## src/rtl/baud_mod_pkg.sv

```systemverilog
package baud_mod_pkg;

    localparam int POS_N = 8;
    localparam int POS_W = 3;

    // Evenly spread stretch set selected by a stretch count
    function automatic logic [POS_N-1:0] count_to_pattern(input logic [POS_W-1:0] s);
        logic [POS_N-1:0] p;
        case (s)
            3'd0:    p = 8'b0000_0000;
            3'd1:    p = 8'b0000_0010;
            3'd2:    p = 8'b0010_0010;
            3'd3:    p = 8'b0010_1010;
            3'd4:    p = 8'b1010_1010;
            3'd5:    p = 8'b1010_1110;
            3'd6:    p = 8'b1110_1110;
            default: p = 8'b1111_1110;
        endcase
        return p;
    endfunction

    function automatic logic majority3(input logic a, input logic b, input logic c);
        return (a & b) | (a & c) | (b & c);
    endfunction

endpackage

```

## src/rtl/baud_mod_pattern.sv

```systemverilog
module baud_mod_pattern
    import baud_mod_pkg::*;
(
    input  logic             clk,
    input  logic             rst_n,
    input  logic             use_count_i,
    input  logic [POS_N-1:0] mod_byte_i,
    input  logic [POS_W-1:0] mod_count_i,
    output logic [POS_N-1:0] pattern_o
);

    logic [POS_N-1:0] from_count;

    always_comb begin
        from_count = count_to_pattern(mod_count_i);
        pattern_o  = use_count_i ? from_count : mod_byte_i;
    end


    count_weight_chk: assert property (@(posedge clk) disable iff (!rst_n)
        use_count_i |-> (($countones(pattern_o) == int'(mod_count_i)) && !pattern_o[0]));

endmodule

```

## src/rtl/baud_seg_timer.sv

```systemverilog
module baud_seg_timer
    import baud_mod_pkg::*;
#(
    parameter int PRESC_W  = 15,
    parameter int MIN_DIV  = 3,
    parameter int OS_RATE  = 16,
    localparam int OS_W    = $clog2(OS_RATE),
    localparam int CNT_W   = PRESC_W + 1
) (
    input  logic               clk,
    input  logic               rst_n,
    input  logic [PRESC_W-1:0] prescale_i,
    input  logic [POS_N-1:0]   pattern_i,
    input  logic               os_mode_i,
    input  logic [OS_W-1:0]    fine_i,
    input  logic               frame_start_i,
    output logic               bit_tick_o,
    output logic               os_tick_o,
    output logic [OS_W-1:0]    sub_o
);

    typedef struct packed {
        logic             run;
        logic [CNT_W-1:0] cnt;
        logic [POS_W-1:0] pos;
        logic [OS_W-1:0]  sub;
    } tmr_t;

    tmr_t st_q, st_d;

    logic [PRESC_W-1:0] n_eff;
    logic               seg_end;
    logic               last_slot;

    // One stretch per sub-period whenever the running sum of fine crosses a boundary
    function automatic logic slot_stretch(input logic [OS_W-1:0] k, input logic [OS_W-1:0] f);
        logic [2*OS_W-1:0] prod;
        logic [OS_W:0]     acc;
        prod = (2*OS_W)'(k) * (2*OS_W)'(f);
        acc  = {1'b0, prod[OS_W-1:0]} + {1'b0, f};
        return acc[OS_W];
    endfunction

    function automatic logic [CNT_W-1:0] seg_len(
        input logic [OS_W-1:0]    k,
        input logic [POS_W-1:0]   p,
        input logic               os,
        input logic [PRESC_W-1:0] nb,
        input logic [POS_N-1:0]   pat,
        input logic [OS_W-1:0]    f
    );
        logic [CNT_W-1:0] len;
        len = {1'b0, nb};
        if (os && slot_stretch(k, f))
            len = len + CNT_W'(1);
        if ((!os || (k == OS_W'(OS_RATE - 1))) && pat[p])
            len = len + CNT_W'(1);
        return len;
    endfunction

    always_comb begin
        n_eff     = (prescale_i < PRESC_W'(MIN_DIV)) ? PRESC_W'(MIN_DIV) : prescale_i;
        seg_end   = st_q.run && (st_q.cnt == '0);
        last_slot = (st_q.sub == OS_W'(OS_RATE - 1));
        st_d      = st_q;

        if (frame_start_i) begin
            st_d.run = 1'b1;
            st_d.pos = '0;
            st_d.sub = '0;
            st_d.cnt = seg_len('0, '0, os_mode_i, n_eff, pattern_i, fine_i) - CNT_W'(1);
        end else if (seg_end) begin
            if (!os_mode_i || last_slot) begin
                st_d.sub = '0;
                st_d.pos = POS_W'(st_q.pos + POS_W'(1));
            end else begin
                st_d.sub = OS_W'(st_q.sub + OS_W'(1));
            end
            st_d.cnt = seg_len(st_d.sub, st_d.pos, os_mode_i, n_eff, pattern_i, fine_i) - CNT_W'(1);
        end else if (st_q.run) begin
            st_d.cnt = st_q.cnt - CNT_W'(1);
        end

        bit_tick_o = seg_end && (!os_mode_i || last_slot);
        os_tick_o  = seg_end && os_mode_i;
        sub_o      = st_q.sub;
    end

    always_ff @(posedge clk or negedge rst_n) begin
        if (!rst_n) st_q <= '0;
        else        st_q <= st_d;
    end


    single_tick_chk: assert property (@(posedge clk) disable iff (!rst_n)
        bit_tick_o |=> !bit_tick_o);


    os_quiet_chk: assert property (@(posedge clk) disable iff (!rst_n)
        !os_mode_i |-> !os_tick_o);


    bit_on_os_chk: assert property (@(posedge clk) disable iff (!rst_n)
        (os_mode_i && bit_tick_o) |-> os_tick_o);


    min_len_chk: assert property (@(posedge clk) disable iff (!rst_n)
        frame_start_i |=> (st_q.cnt >= CNT_W'(MIN_DIV - 1)));


    restart_chk: assert property (@(posedge clk) disable iff (!rst_n)
        frame_start_i |=> ((st_q.pos == '0) && (st_q.sub == '0) && st_q.run));

endmodule

```

## src/rtl/baud_maj_vote.sv

```systemverilog
module baud_maj_vote
    import baud_mod_pkg::*;
#(
    parameter int OS_RATE  = 16,
    parameter int VOTE_MID = 8,
    localparam int OS_W    = $clog2(OS_RATE)
) (
    input  logic            clk,
    input  logic            rst_n,
    input  logic            os_tick_i,
    input  logic [OS_W-1:0] sub_i,
    input  logic            rx_i,
    output logic            rx_bit_o
);

    typedef struct packed {
        logic early;
        logic mid;
        logic bitv;
    } vote_t;

    vote_t vt_q, vt_d;

    always_comb begin
        vt_d = vt_q;
        if (os_tick_i) begin
            if (sub_i == OS_W'(VOTE_MID - 1)) vt_d.early = rx_i;
            if (sub_i == OS_W'(VOTE_MID))     vt_d.mid   = rx_i;
            if (sub_i == OS_W'(VOTE_MID + 1)) vt_d.bitv  = majority3(vt_q.early, vt_q.mid, rx_i);
        end
        rx_bit_o = vt_q.bitv;
    end

    always_ff @(posedge clk or negedge rst_n) begin
        if (!rst_n) vt_q <= '{early: 1'b1, mid: 1'b1, bitv: 1'b1};
        else        vt_q <= vt_d;
    end


    vote_hold_chk: assert property (@(posedge clk) disable iff (!rst_n)
        !$stable(rx_bit_o) |-> $past(os_tick_i && (sub_i == OS_W'(VOTE_MID + 1))));

endmodule

```

## src/rtl/baud_frac_gen.sv

```systemverilog
module baud_frac_gen
    import baud_mod_pkg::*;
#(
    parameter int PRESC_W  = 15,
    parameter int MIN_DIV  = 3,
    parameter int OS_RATE  = 16,
    parameter int VOTE_MID = 8,
    localparam int OS_W    = $clog2(OS_RATE)
) (
    input  logic               clk,
    input  logic               rst_n,
    input  logic [PRESC_W-1:0] prescale_i,
    input  logic               use_count_i,
    input  logic [POS_N-1:0]   mod_byte_i,
    input  logic [POS_W-1:0]   mod_count_i,
    input  logic               os_mode_i,
    input  logic [OS_W-1:0]    fine_mod_i,
    input  logic               frame_start_i,
    input  logic               rx_i,
    output logic               bit_tick_o,
    output logic               os_tick_o,
    output logic               rx_bit_o
);

    logic [POS_N-1:0] pattern;
    logic [OS_W-1:0]  sub_idx;
    logic             os_tick;

    baud_mod_pattern u_pattern (
        .clk         (clk),
        .rst_n       (rst_n),
        .use_count_i (use_count_i),
        .mod_byte_i  (mod_byte_i),
        .mod_count_i (mod_count_i),
        .pattern_o   (pattern)
    );

    baud_seg_timer #(
        .PRESC_W (PRESC_W),
        .MIN_DIV (MIN_DIV),
        .OS_RATE (OS_RATE)
    ) u_timer (
        .clk           (clk),
        .rst_n         (rst_n),
        .prescale_i    (prescale_i),
        .pattern_i     (pattern),
        .os_mode_i     (os_mode_i),
        .fine_i        (fine_mod_i),
        .frame_start_i (frame_start_i),
        .bit_tick_o    (bit_tick_o),
        .os_tick_o     (os_tick),
        .sub_o         (sub_idx)
    );

    baud_maj_vote #(
        .OS_RATE  (OS_RATE),
        .VOTE_MID (VOTE_MID)
    ) u_vote (
        .clk       (clk),
        .rst_n     (rst_n),
        .os_tick_i (os_tick),
        .sub_i     (sub_idx),
        .rx_i      (rx_i),
        .rx_bit_o  (rx_bit_o)
    );

    assign os_tick_o = os_tick;

endmodule

```

## config.mk

```make
export PLATFORM = sky130hd
export DESIGN_NAME = baud_frac_gen
export DESIGN_NICKNAME = d
export VERILOG_FILES = /design/src/rtl/baud_mod_pkg.sv /design/src/rtl/baud_mod_pattern.sv /design/src/rtl/baud_seg_timer.sv /design/src/rtl/baud_maj_vote.sv /design/src/rtl/baud_frac_gen.sv
export SDC_FILE = /design/constraint.sdc
export NUM_CORES = 1
export LEC_CHECK = 0
export ABC_AREA = 1
export CORE_MARGIN = 1
export CORE_UTILIZATION = 32
export CTS_BUF_LIST = sky130_fd_sc_hd__clkbuf_4
export DETAILED_ROUTE_END_ITERATION = 6
export PLACE_DENSITY_LB_ADDON = 0.2
export SLEW_MARGIN = 20
export SYNTH_ARGS = -nofsm -noshare
export SYNTH_HDL_FRONTEND = slang
export SYNTH_HIERARCHICAL = 1
export SYNTH_SLANG_ARGS = --single-unit
```

## constraint.sdc

```tcl
create_clock -name clk -period 8.73 [get_ports clk]
set_input_delay 1.746 -clock clk [delete_from_list [all_inputs] [get_ports clk]]
set_output_delay 1.746 -clock clk [all_outputs]
set_load 0.02 [all_outputs]
```

==> flow_metrics.env, run 1 <==
export IMPL_setup_viol=0
export IMPL_clkLatencyLatePin_ns=0.34
export IMPL_crit_start="os_mode_i"
export IMPL_worstPathArrival_ns=7.50
export IMPL_worstSetupEndpoint="u_timer/st_q[19]$_DFFE_PN0P_"
export IMPL_synth_avg_cell_area_sq_um=6.04
export IMPL_start_util_pct=33.4
export IMPL_diodes=0
export IMPL_syn_num_nets=691
export IMPL_fill_cells=1290
export IMPL_grt_pass1_wl_um=17700
export IMPL_pre_cts_slack_ns=1.15
export IMPL_finalClockSkew_ns=0.0212
export IMPL_grt_max_degree=28
export IMPL_postSynthCellCount=643
export IMPL_track_usage_pct=17.0
export IMPL_cts_root_buf="clkbuf_4"
export IMPL_dp_hpwl_um=8460
export IMPL_clk_pin_slew_ns=0.17
export IMPL_grt_ovfl_total=0
export IMPL_fin_ws_ns=1.50
export IMPL_combinationalPowerShare_pct=44.9
export IMPL_post_drt_via_cell_ratio=4.90
export IMPL_finalCritPeriodShare_pct=82.8
export IMPL_endpoint_kind="register"
export IMPL_synth_top_cell_area_share_pct=17.7
export IMPL_ctsResizeCount=0
export IMPL_die_area_sq_um=12600
export IMPL_fmax_mhz=138
export IMPL_path_buf_inv=4
export IMPL_io_buffer_count=38
export IMPL_cts_tree="yes"
export IMPL_num_rows=39
export IMPL_cp_slowest_cell="clkdlybuf4s50_1"
export IMPL_regToRegStartpoint="u_timer/sub_o[0]$_DFFE_PN0P_"
export IMPL_seqPwrFrac_pct=39.5
export IMPL_intPower_uw=214
export IMPL_drt_wl_total_um=10300
export IMPL_start_kind="primary input"
export IMPL_syn_cell_area_sq_um=3880
export IMPL_switchingPower_uw=157
export IMPL_worstPathRequired_ns=8.99
export IMPL_max_cap_violations=0
export IMPL_ys_warnings_count=6
export IMPL_async_reset_ff_share_pct=100
export IMPL_post_cts_repair_setup_buffers=0
export IMPL_postLayoutCellArea_sq_um=4360
export IMPL_pwr_share_clk_pct=15.7
export IMPL_synth_area_leaders="nand2_1 18%, dfrtp_1 15%, nand3_1 8.9%"
export IMPL_drtIter0Drc=234
export IMPL_crit_type="in2reg"
export IMPL_via_count=3975
export IMPL_cp_num_cells=32
export IMPL_rr_worst_depth=33
export IMPL_fin_nets=718
export IMPL_clkSinkCount=27
export IMPL_swShare_pct=42.3
export IMPL_cts_made_buffers=3
export IMPL_synth_most_common_cell="nand2_1"
export IMPL_setup_tns_ns=0
export IMPL_cts_hold_buf=0
export IMPL_drive_gt1_share_pct=12.7
export IMPL_coreArea_sq_um=11600
export IMPL_wire_per_inst_um=12.7
export IMPL_crit_fanout=23
export IMPL_area_growth_pct=12.2
export IMPL_htree_levels=1
export IMPL_clockBufferDepth=2
export IMPL_die_y_um=112
export IMPL_ys_seq_elements=27
export IMPL_min_path_cells=2
export IMPL_synth_edf_count=0
export IMPL_gp_congestion=0.822
export IMPL_ir_drop_v=0.0000411
export IMPL_hp_class="reg2reg"
export IMPL_worstMarginPinSlew_ns=0.809
export IMPL_hold_violations=0
export IMPL_r2r_end="u_timer/st_q[19]$_DFFE_PN0P_"
export IMPL_first_global_vias=3734
export IMPL_ys_seq_area_share_pct=17.5
export IMPL_path_delay_family="simple AND/OR/NAND/NOR gates"
export IMPL_drv_slew=0
export IMPL_place_area_sq_um=4330
export IMPL_synth_common_cells="183 x nand2_1, 88 x inv_1, 69 x nand3_1"
export IMPL_relSlewSlack_pct=45.9
export IMPL_cp_slowest_stage_delay_ns=0.97
export IMPL_ys_flop_type="dfrtp_1"
export IMPL_synth_top_cell_by_area="nand2_1"
export IMPL_rsz0062_at_grt="no"
export IMPL_reg2reg_slack_ns=3.06
export IMPL_grt_antenna_before_repair=0
export IMPL_status="finished clean"
export IMPL_yosysUniqueCellTypes=47
export IMPL_drt_pass1_iter_count=5
export IMPL_p_per_area_nw_per_um2=85.4
export IMPL_min_period_ns=7.23
export IMPL_antenna_left=0
export IMPL_ioPinCount=39
export IMPL_cellLeakagePower_nw=2.09
export IMPL_drc_errors=0
export IMPL_dieWidth_um=112
worst register-to-register path: cells and delay by family, from the launching register on:
| family | cells | cell delay, ns |
|---|---|---|
| flip-flops | 1 | 0.48 |
| XOR/XNOR | 4 | 0.65 |
| AO/OA/AOI/OAI | 4 | 0.72 |
| AND/OR/NAND/NOR | 15 | 1.73 |
| buffers and inverters | 3 | 0.33 |
| adder cells (fa/ha/maj) | 7 | 1.68 |
flip-flops by register name, summed over array words and instances, names as in the netlist:
register	count
u_vote/vt_q	2
u_timer/st_q	20
u_vote/rx_bit_o	1
u_timer/sub_o	4
per-layer routing:
layer | vias to the layer above | GRT usage [%] | wire length [um]
met1 | 1774 | 24.7 | 5310
met3 | 2 | 0.864 | 464
met4 | 0 | 3.29 | 51
met5 | - | 0 | 0
li1 | 2103 | - | -
met2 | 96 | 28.1 | 4470
area by class of cell:
| class | instances | area, sq um | share of cell area [%] |
|---|---|---|---|
| inverter | 99 | 374 | 8.59 |
| timing repair buffer | 40 | 395 | 9.08 |
| clock buffer | 3 | 22.5 | 0.517 |
| multi-input combinational | 499 | 2700 | 61.9 |
| sequential | 27 | 679 | 15.6 |
| clock inverter | 1 | 7.51 | 0.172 |
| tap | 143 | 179 | 4.11 |
power groups by stage:
stage | clock network, mW | logic [mW] | registers [mW]
floorplan | 0 | 0.119 | 0.145
global placement | 0 | 0.164 | 0.149
finish | 0.0583 | 0.167 | 0.147
CTS | 0.0612 | 0.167 | 0.146
global route | 0.0648 | 0.189 | 0.148
detailed placement | 0 | 0.166 | 0.148
through the flow:
stage                     power [mW]  std cells  utilization (%)  hold WS [ns]
after floorplan                0.264        643                -         0.449
after global placement         0.313        808             37.2         0.457
after detailed placement       0.314        808             37.2         0.463
after CTS                      0.374        812             37.5         0.487
after global routing           0.402        812             37.5         0.513
final                          0.372        812             37.5         0.486
worst min path at each step:
stage / startpoint / end
after floorplan: u_timer/st_q[20]$_DFFE_PN0P_ / u_timer/st_q[20]$_DFFE_PN0P_
after CTS: u_vote/vt_q[1]$_DFFE_PN1P_ / u_vote/vt_q[1]$_DFFE_PN1P_
final: u_vote/vt_q[1]$_DFFE_PN1P_ / u_vote/vt_q[1]$_DFFE_PN1P_
after global placement: u_vote/vt_q[2]$_DFFE_PN1P_ / u_vote/vt_q[2]$_DFFE_PN1P_
after global routing: u_vote/vt_q[1]$_DFFE_PN1P_ / u_vote/vt_q[1]$_DFFE_PN1P_
after detailed placement: u_vote/vt_q[1]$_DFFE_PN1P_ / u_vote/vt_q[1]$_DFFE_PN1P_
cells in the final DEF (no fill, tap or decap), drive strengths merged, types with 2 or more instances in the layout:
cell type	count
a21oi	14
a22oi	2
a31oi	4
buf	2
clkbuf	3
clkdlybuf4s50	38
clkinv	2
dfrtp	24
dfstp	3
ha	12
inv	97
nand2	208
nand3	77
nand3b	2
nand4	10
nor2	82
nor3	8
o211ai	4
o21ai	35
o22ai	10
xnor2	4
xor2	19
cells by family (layout without fill, tap and decap cells):
kind of cell	Yosys count	count (layout)	share of synthesized area, %
compound gates	74	74	11.7
xor+xnor	23	23	5.19
fa+ha+maj	12	12	3.87
buf+inv	117	143	13.0
flops	27	27	17.5
simple gates	390	390	48.7
Note: power is estimated with default switching activity, not from simulation.
==> inputs of run 2 (changes only) <==
Clock period 8.73 ns to 5.9 ns, I/O delays scaled along.
==> run 2 against run 1 <==
Compared with the run above: clock skew down 0.011 ns; total power up 55%; via count up 2.1%; non-clock buffer count up 33; worst setup slack worse by 0.94 ns; clock power up 48%; largest cell class unchanged.
==> flow_metrics.env, run 2 (same netlist as run 1, synthesis figures left out) <==
export IMPL_status="finished clean"
export IMPL_wire_per_inst_um=12.4
export IMPL_cts_root_buf="clkbuf_4"
export IMPL_grt_antenna_before_repair=0
export IMPL_htree_levels=1
export IMPL_cts_tree="yes"
export IMPL_design_power_total_uw=576
export IMPL_crit_type="in2reg"
export IMPL_post_cts_repair_setup_buffers=0
export IMPL_start_kind="primary input"
export IMPL_fin_nets=751
export IMPL_via_count=4057
export IMPL_cp_slowest_cell="clkdlybuf4s50_1"
export IMPL_grt_pass1_wl_um=18300
export IMPL_hp_class="reg2reg"
export IMPL_setup_viol=0
export IMPL_worstPathRequired_ns=6.13
export IMPL_track_usage_pct=17.6
export IMPL_crit_top_cell="ha_1"
export IMPL_clockBufferDepth=2
export IMPL_ctsResizeCount=0
export IMPL_fmax_mhz=187
export IMPL_fill_cells=1267
export IMPL_dieWidth_um=112
export IMPL_die_y_um=112
export IMPL_ioPinCount=39
export IMPL_post_drt_via_cell_ratio=4.80
export IMPL_finalCritPeriodShare_pct=90.6
export IMPL_largest_reg_flops=20
export IMPL_worstPathArrival_ns=5.57
export IMPL_drive_gt1_share_pct=17.0
export IMPL_placed_cells=841
export IMPL_min_period_ns=5.35
export IMPL_drt_wl_total_um=10500
export IMPL_drtIter0Drc=187
export IMPL_layout_common_cells="183 x nand2_1, 88 x inv_1, 69 x nand3_1, 62 x nor2_1, 37 x clkdlybuf4s50_1"
export IMPL_num_rows=39
export IMPL_diodes=0
export IMPL_ir_drop_v=0.0000718
export IMPL_layout_cells_non_filler=845
export IMPL_cp_slowest_stage_delay_ns=0.50
export IMPL_clkLatencyLatePin_ns=0.34
export IMPL_first_global_vias=3799
export IMPL_start_util_pct=33.4
export IMPL_p_per_area_nw_per_um2=125
export IMPL_endpoint_kind="register"
export IMPL_grt_ovfl_total=0
export IMPL_area_growth_pct=19.1
export IMPL_die_area_sq_um=12600
export IMPL_layout_commonest_cell="nand2_1"
export IMPL_worstMarginPinSlew_ns=0.817
export IMPL_max_cap_violations=0
export IMPL_antenna_left=0
export IMPL_coreArea_sq_um=11600
export IMPL_clk_pin_slew_ns=0.16
export IMPL_drt_pass1_iter_count=5
export IMPL_gp_congestion=0.822
export IMPL_drv_slew=0
export IMPL_rsz0062_at_grt="no"
export IMPL_largest_register="u_timer/st_q"
export IMPL_dp_hpwl_um=8700
export IMPL_cellLeakagePower_nw=2.26
export IMPL_drc_errors=0
export IMPL_crit_fanout=5
export IMPL_hold_violations=0
export IMPL_clkSinkCount=27
export IMPL_io_buffer_count=38
export IMPL_grt_max_degree=28
export IMPL_finalClockSkew_ns=0.0106
export IMPL_cts_hold_buf=0
export IMPL_relSlewSlack_pct=45.3
export IMPL_cts_made_buffers=3
==> run 2: changes by cell type in the layout (fill, tap and decap cells not counted), sizes merged <==
cell	before	now
buf	2	35
clkdlybuf4s50	38	37
dlymetal6s2s	0	1
==> run 2: per-layer routing <==
metal | part of all wire [%] | GRT usage, % | vias to the layer above
met4 | 0.72 | 3.47 | 0
met3 | 3.3 | 0.702 | 6
li1 | - | - | 2167
met5 | 0 | 0 | -
met1 | 54 | 26.9 | 1817
met2 | 42 | 27.6 | 67
==> run 2: final cells by class <==
| cell class | count | area (sq um) | share of cell area, % |
|---|---|---|---|
| clock buffers | 3 | 22.5 | 0.487 |
| inverters | 99 | 374 | 8.09 |
| multi-input cells | 499 | 2700 | 58.4 |
| flip-flops and latches | 27 | 679 | 14.7 |
| clock inverters | 1 | 7.51 | 0.162 |
| repair buffers | 73 | 658 | 14.2 |
| well taps | 143 | 179 | 3.87 |
==> run 2: path summary, 6_finish.rpt <==
path	startpoint	to	slack, ns	depth (start not counted)
max	fine_mod_i[1]	u_timer/st_q[19]$_DFFE_PN0P_	0.55	29
min in group asynchronous	rst_n	u_timer/st_q[11]$_DFFE_PN0P_	1.19	2
min	u_vote/vt_q[1]$_DFFE_PN1P_	u_vote/vt_q[1]$_DFFE_PN1P_	0.48	2
max in group asynchronous	rst_n	u_vote/rx_bit_o$_DFFE_PN1P_	4.42	2
min reg2reg	u_vote/vt_q[1]$_DFFE_PN1P_	u_vote/vt_q[1]$_DFFE_PN1P_	0.48	2
max reg2reg	u_timer/sub_o[0]$_DFFE_PN0P_	u_timer/st_q[19]$_DFFE_PN0P_	0.83	32
==> run 2: report_power, final <==
group / total [mW] / leakage (nW) / internal [mW] / switching, mW
Clock: 0.0865 / 0.0139 / 0.0260 / 0.0605
Sequential: 0.218 / 0.328 / 0.202 / 0.0156
Combinational: 0.272 / 1.92 / 0.110 / 0.161
Total: 0.576 / 2.26 / 0.338 / 0.237
==> run 2: through the flow <==
stage          worst slack (ns)  hold slack [ns]  TNS [ns]  utilization, %  instance area, sq um
5_1_grt                   0.138            0.514         0            39.8                  4620
6_report                  0.555            0.482         0            39.8                  4620
3_5_place_dp             -0.123            0.464    -0.547            39.5                  4590
3_3_place_gp            -0.0284            0.456   -0.0494            39.5                  4590
4_1_cts                   0.241            0.487         0            39.7                  4620
2_1_floorplan             0.377            0.449         0               -                  3880
==> run 2: worst max-delay path: cells and delay by family <==
family | cells | cell delay [ns]
AND/OR/NAND/NOR | 11 | 1.04
XOR/XNOR | 4 | 0.65
buffers and inverters | 4 | 0.68
AO/OA/AOI/OAI | 4 | 0.60
adder cells (fa/ha/maj) | 6 | 1.41
